<file path="src/rtl/lnk_ctl_pkg.sv">
package lnk_ctl_pkg;
  localparam int unsigned ADDR_W   = 12;
  localparam int unsigned DATA_W   = 32;
  localparam int unsigned CTRL_W   = DATA_W / 2;
  localparam int unsigned STATE_W  = 5;

  localparam logic [ADDR_W-1:0] OFS_GEN  = 12'h000;
  localparam logic [ADDR_W-1:0] OFS_HOT  = 12'h180;
  localparam logic [ADDR_W-1:0] OFS_STAT = 12'h300;

  // field positions the core decodes
  localparam int unsigned GEN_EN_BIT    = 2;
  localparam int unsigned GEN_GRANT_BIT = 3;
  localparam int unsigned GEN_TYPE_LSB  = 4;
  localparam int unsigned TYPE_W        = 4;
  localparam int unsigned HOT_ENH_BIT   = 4;
  localparam int unsigned STAT_PHY_BIT  = 16;
  localparam int unsigned STAT_DLL_BIT  = 17;
endpackage

</file>
<file path="src/rtl/lnk_masked_reg.sv">
module lnk_masked_reg #(
  parameter int unsigned W = 16,
  parameter logic [W-1:0] RST_VAL = '0
) (
  input  logic         clk_i,
  input  logic         rst_ni,
  input  logic         we_i,
  input  logic [2*W-1:0] wdata_i,
  output logic [W-1:0] q_o
);
  logic [W-1:0] mask;
  logic [W-1:0] val;
  assign mask = wdata_i[2*W-1:W];
  assign val  = wdata_i[W-1:0];

  always_ff @(posedge clk_i or negedge rst_ni) begin
    if (!rst_ni)   q_o <= RST_VAL;
    else if (we_i) q_o <= (q_o & ~mask) | (val & mask);
  end


  p_masked_set_r1: assert property (@(posedge clk_i) disable iff (!rst_ni)
    we_i |=> ((q_o & $past(mask)) == ($past(val) & $past(mask))));

  p_unmasked_hold_r2: assert property (@(posedge clk_i) disable iff (!rst_ni)
    we_i |=> (((q_o ^ $past(q_o)) & ~$past(mask)) == '0));
  p_idle_hold_r2: assert property (@(posedge clk_i) disable iff (!rst_ni)
    !we_i |=> $stable(q_o));
endmodule

</file>
<file path="src/rtl/lnk_rd_mux.sv">
module lnk_rd_mux
  import lnk_ctl_pkg::*;
(
  input  logic [ADDR_W-1:0]  addr_i,
  input  logic [CTRL_W-1:0]  gen_i,
  input  logic [CTRL_W-1:0]  hot_i,
  input  logic               phy_up_i,
  input  logic               dll_up_i,
  input  logic [STATE_W-1:0] state_i,
  output logic [DATA_W-1:0]  rdata_o
);
  logic [DATA_W-1:0] stat_word;

  always_comb begin
    stat_word               = '0;
    stat_word[STATE_W-1:0]  = state_i;
    stat_word[STAT_PHY_BIT] = phy_up_i;
    stat_word[STAT_DLL_BIT] = dll_up_i;
  end

  always_comb begin
    unique case (addr_i)
      OFS_GEN:  rdata_o = {{(DATA_W-CTRL_W){1'b0}}, gen_i};
      OFS_HOT:  rdata_o = {{(DATA_W-CTRL_W){1'b0}}, hot_i};
      OFS_STAT: rdata_o = stat_word;
      default:  rdata_o = '0;
    endcase
  end
endmodule

</file>
<file path="src/rtl/lnk_ctl_regs.sv">
module lnk_ctl_regs
  import lnk_ctl_pkg::*;
(
  input  logic               clk_i,
  input  logic               rst_ni,
  input  logic               psel_i,
  input  logic               penable_i,
  input  logic               pwrite_i,
  input  logic [ADDR_W-1:0]  paddr_i,
  input  logic [DATA_W-1:0]  pwdata_i,
  output logic [DATA_W-1:0]  prdata_o,
  output logic               pready_o,
  input  logic               phy_link_up_i,
  input  logic               dll_link_up_i,
  input  logic [STATE_W-1:0] ltssm_state_i,
  output logic [TYPE_W-1:0]  dev_type_o,
  output logic               ltssm_en_o,
  output logic               rst_grant_o,
  output logic               ltssm_en_enh_o
);
  logic              wr_acc, rd_acc;
  logic              gen_we, hot_we;
  logic [CTRL_W-1:0] gen_q, hot_q;

  assign wr_acc = psel_i & penable_i & pwrite_i;
  assign rd_acc = psel_i & penable_i & ~pwrite_i;
  assign gen_we = wr_acc & (paddr_i == OFS_GEN);
  assign hot_we = wr_acc & (paddr_i == OFS_HOT);

  lnk_masked_reg #(.W(CTRL_W)) u_gen (
    .clk_i(clk_i), .rst_ni(rst_ni), .we_i(gen_we), .wdata_i(pwdata_i), .q_o(gen_q));

  lnk_masked_reg #(.W(CTRL_W)) u_hot (
    .clk_i(clk_i), .rst_ni(rst_ni), .we_i(hot_we), .wdata_i(pwdata_i), .q_o(hot_q));

  lnk_rd_mux u_rd (
    .addr_i(paddr_i), .gen_i(gen_q), .hot_i(hot_q),
    .phy_up_i(phy_link_up_i), .dll_up_i(dll_link_up_i), .state_i(ltssm_state_i),
    .rdata_o(prdata_o));

  assign pready_o       = 1'b1;
  assign dev_type_o     = gen_q[GEN_TYPE_LSB +: TYPE_W];
  assign ltssm_en_o     = gen_q[GEN_EN_BIT];
  assign rst_grant_o    = gen_q[GEN_GRANT_BIT];
  assign ltssm_en_enh_o = hot_q[HOT_ENH_BIT];

  // writes to status leave every control output unchanged
  p_stat_write_ignored_r9: assert property (@(posedge clk_i) disable iff (!rst_ni)
    (wr_acc && paddr_i == OFS_STAT) |=>
      ($stable(dev_type_o) && $stable(ltssm_en_o) && $stable(rst_grant_o) && $stable(ltssm_en_enh_o)));
  // unmapped writes ignored
  p_unmapped_write_ignored_r11: assert property (@(posedge clk_i) disable iff (!rst_ni)
    (wr_acc && paddr_i != OFS_GEN && paddr_i != OFS_HOT) |=>
      ($stable(gen_q) && $stable(hot_q)));
  // mask half reads as zero
  p_ctrl_upper_zero_r8: assert property (@(posedge clk_i) disable iff (!rst_ni)
    (rd_acc && (paddr_i == OFS_GEN || paddr_i == OFS_HOT)) |-> (prdata_o[DATA_W-1:CTRL_W] == '0));
  // unmapped reads zero
  p_unmapped_read_zero_r11: assert property (@(posedge clk_i) disable iff (!rst_ni)
    (rd_acc && paddr_i != OFS_GEN && paddr_i != OFS_HOT && paddr_i != OFS_STAT) |-> (prdata_o == '0));
  // status bits track inputs
  p_stat_layout_r7: assert property (@(posedge clk_i) disable iff (!rst_ni)
    (rd_acc && paddr_i == OFS_STAT) |->
      (prdata_o[STAT_DLL_BIT] == dll_link_up_i && prdata_o[STAT_PHY_BIT] == phy_link_up_i &&
       prdata_o[STATE_W-1:0] == ltssm_state_i));

  p_no_wait_r12: assert property (@(posedge clk_i) disable iff (!rst_ni)
    (psel_i && penable_i) |-> pready_o);
endmodule

</file>
<file path="config.mk">
export PLATFORM = sky130hd
export DESIGN_NAME = lnk_ctl_regs
export DESIGN_NICKNAME = d
export VERILOG_FILES = /design/src/rtl/lnk_ctl_pkg.sv /design/src/rtl/lnk_masked_reg.sv /design/src/rtl/lnk_rd_mux.sv /design/src/rtl/lnk_ctl_regs.sv
export SDC_FILE = /design/constraint.sdc
export NUM_CORES = 1
export LEC_CHECK = 0
export BUFFER_PORTS_ARGS = -buffer_cell sky130_fd_sc_hd__buf_2
export CAP_MARGIN = 20
export CORE_ASPECT_RATIO = 1.1
export CORE_UTILIZATION = 50
export CTS_CLUSTER_DIAMETER = 30
export DETAILED_ROUTE_END_ITERATION = 10
export PLACE_DENSITY_LB_ADDON = 0.12
export SKIP_LAST_GASP = 1
export SLEW_MARGIN = 40
export SYNTH_ARGS = -nofsm -noshare
export SYNTH_HDL_FRONTEND = slang
export SYNTH_SLANG_ARGS = --single-unit
</file>
<file path="constraint.sdc">
create_clock -name clk_i -period 6.22 [get_ports clk_i]
set_input_delay 1.244 -clock clk_i [delete_from_list [all_inputs] [get_ports clk_i]]
set_output_delay 1.244 -clock clk_i [all_outputs]
set_load 0.005 [all_outputs]
</file>
==> flow_metrics.tcl <==
set metrics [dict create \
    ys_ff_latch 32 \
    rsz0062_at_grt "no" \
    grt_pass1_wl_um 6180 \
    cts_root_buf "clkbuf_8" \
    yosys.area.top_type_share_pct 40.7 \
    antenna_found_initial 0 \
    power_density_mw_per_mm2 172 \
    worst-path-max-fanout 18 \
    grt_max_degree 33 \
    relSlewSlack_pct 53.9 \
    synth_top_area_cell "dfrtp_1" \
    ys_types 26 \
    syn_area_mm2 0.00197 \
    first_pass_iters 4 \
    multiInputGateArea_um2 992 \
    hold_path_class "flop to flop" \
    setup_violations 0 \
    place_ws_ps 1640 \
    startpoint "paddr_i[1]" \
    tns_ps 0 \
    antenna_cells 0 \
    vias 1584 \
    cts.path.max_buffers 2 \
    ys_top_cells_by_area "dfrtp_1 41%, mux2_2 10%, mux2_1 8.0%, buf_4 7.3%, nor3_2 5.1%" \
    numCtsBuffers 5 \
    place_congestion 0.753 \
    cellLeakagePower_nw 1.23 \
    crit_type "primary input to output port" \
    final_cell_area_mm2 0.00236 \
    drive_gt1_share_pct 48.8 \
    dp_hpwl_um 2880 \
    cts_tree "built" \
    finClkSkew_ps 0 \
    clk_pin_slew_worst_paths_ps 70 \
    timing.fmax_mhz 225 \
    met1Wirelength_um 1760 \
    cts_htree_levels 2 \
    viasPerCell 5.25 \
    wire_per_inst_um 13.3 \
    drc_errors 0 \
    grt_pass1_vias 1391 \
    cts.sinks 32 \
    die-area_mm2 0.00419 \
    utilization_pct 63.7 \
    tightest_slew_ps 692 \
    pin_count 96 \
    dr.first_iter.drc_count 66 \
    vdd_drop_max_v 0.000142 \
    crit_path_end_kind "output port" \
    fin_crit_ps 4440 \
    ys_warn_count 0 \
    dpl_cell_area_mm2 0.00227 \
    final-seq-area_um2 801 \
    met3_length_um 296 \
    finalMaxSlewViolations 0 \
    syn_to_final_growth_pct 20.2 \
    coreArea_mm2 0.00371 \
    grt_overflow 0 \
    grt_util_all_layers_pct 20.5 \
    start_kind "primary input" \
    wl_met2_um 1910 \
    post-cts-setup-buffers 0 \
    cts.repair.resized 0 \
    layout_setup_ws_ps 1780 \
    io_buffers 80 \
    finalWirelength_um 4000 \
    drv_cap 0 \
    yosysSeqAreaShare_pct 40.7 \
    fin_nets 307 \
    crit_arrival_ps 3200 \
    power_mw 0.406 \
    die_w_um 61.8 \
    initial_core_util_pct 53.0 \
    final.fill_count 330 \
    min_period_over_period_pct 71.4 \
    outcome "completed" \
    finalHoldViolations 0 \
    netlist_instances 180 \
    ant_nets 0 \
    top_layer "met4" \
    postSynthAreaPerCell_um2 10.9 \
    die_h_um 67.8 \
    rows 23 \
    critical_path_required_ps 4980 \
    cts-hold-fix-buffers 0 \
    clock_latency_ps 280 \
]
## routing by layer
layer / track usage [%] / vias up
met5: 0 / -
met4: 5.83 / 0
met3: 5.75 / 5
met2: 33.3 / 80
met1: 26.4 / 749
li1: - / 750
## worst max-delay path, stage by stage
cell	delay, ps
buf_2	100
or4_4	540
or2_2	500
nor2_4	470
a221o_1	230
buf_2	100
## cell usage after synthesis
cell type / instances
nor4_4: 2
buf_2: 4
or3_1: 1
dfrtp_1: 32
and2_1: 5
or4_4: 1
buf_6: 4
nor4_1: 1
buf_4: 19
or2_1: 1
nand3_1: 16
mux2_1: 14
a221o_1: 5
clkbuf_1: 4
inv_1: 1
or3b_1: 1
and3_1: 1
and2_0: 2
mux2_2: 18
nor3_1: 6
nand2_1: 16
a22o_1: 11
nor3_2: 10
conb_1: 2
nor2_4: 1
nand2b_1: 2
## kinds of logic (layout without fill, tap and decap cells)
kind of cell           count (synthesis)  count (layout)  share of synthesized area (%)
DFF                                   32              32                           40.7
buffers and inverters                 32              91                           11.5
and+or+nand+nor                       66              66                           21.6
AOI/OAI and AO/OA                     16              16                           7.44
other                                  2              15                          0.382
muxes                                 32              32                           18.3
## metrics by stage
step,std cells,hold slack [ps]
3_3_place_gp,293,466
3_5_place_dp,293,473
5_1_grt,302,495
2_1_floorplan,193,456
4_1_cts,301,488
6_report,302,486
## cell usage in the layout, fill, tap and decap left out, types with 2 or more instances in the layout
| cell | synthesis | routed |
|---|---|---|
| mux2_2 | 18 | 18 |
| a221o_1 | 5 | 5 |
| and2_0 | 2 | 2 |
| dfrtp_1 | 32 | 32 |
| nor3_1 | 6 | 6 |
| buf_2 | 4 | 80 |
| and2_1 | 5 | 5 |
| buf_4 | 19 | 2 |
| nor4_4 | 2 | 2 |
| clkbuf_8 | 0 | 6 |
| conb_1 | 2 | 15 |
| a22o_1 | 11 | 11 |
| nor3_2 | 10 | 10 |
| clkbuf_1 | 4 | 2 |
| mux2_1 | 14 | 14 |
| nand3_1 | 16 | 16 |
| nand2_1 | 16 | 16 |
## layout make-up
class                   instances  area share, %
multi-input cells             129           42.0
repair buffers                 82           17.6
flip-flops and latches         32           33.9
clock buffers                   8           3.81
well taps                      50           2.65
inverters                       1          0.159
## worst paths after layout
check	depth (start not counted)	slack, ps	end
max reg2reg	1	5430	flop
min	1	490	flop
max in group asynchronous	1	4770	asynchronous set/reset pin
min reg2reg	1	490	flop
max	6	1780	prdata_o[0]
min in group asynchronous	1	1000	asynchronous set/reset pin
## power by group
part	switching [mW]	internal (mW)	total [mW]	leakage, nW
Clock	0.0735	0.0901	0.164	0.0455
Sequential	0.0000724	0.208	0.208	0.447
Combinational	0.0197	0.0146	0.0343	0.737
Total	0.0933	0.313	0.406	1.23
(Power assumes the default switching activity.)
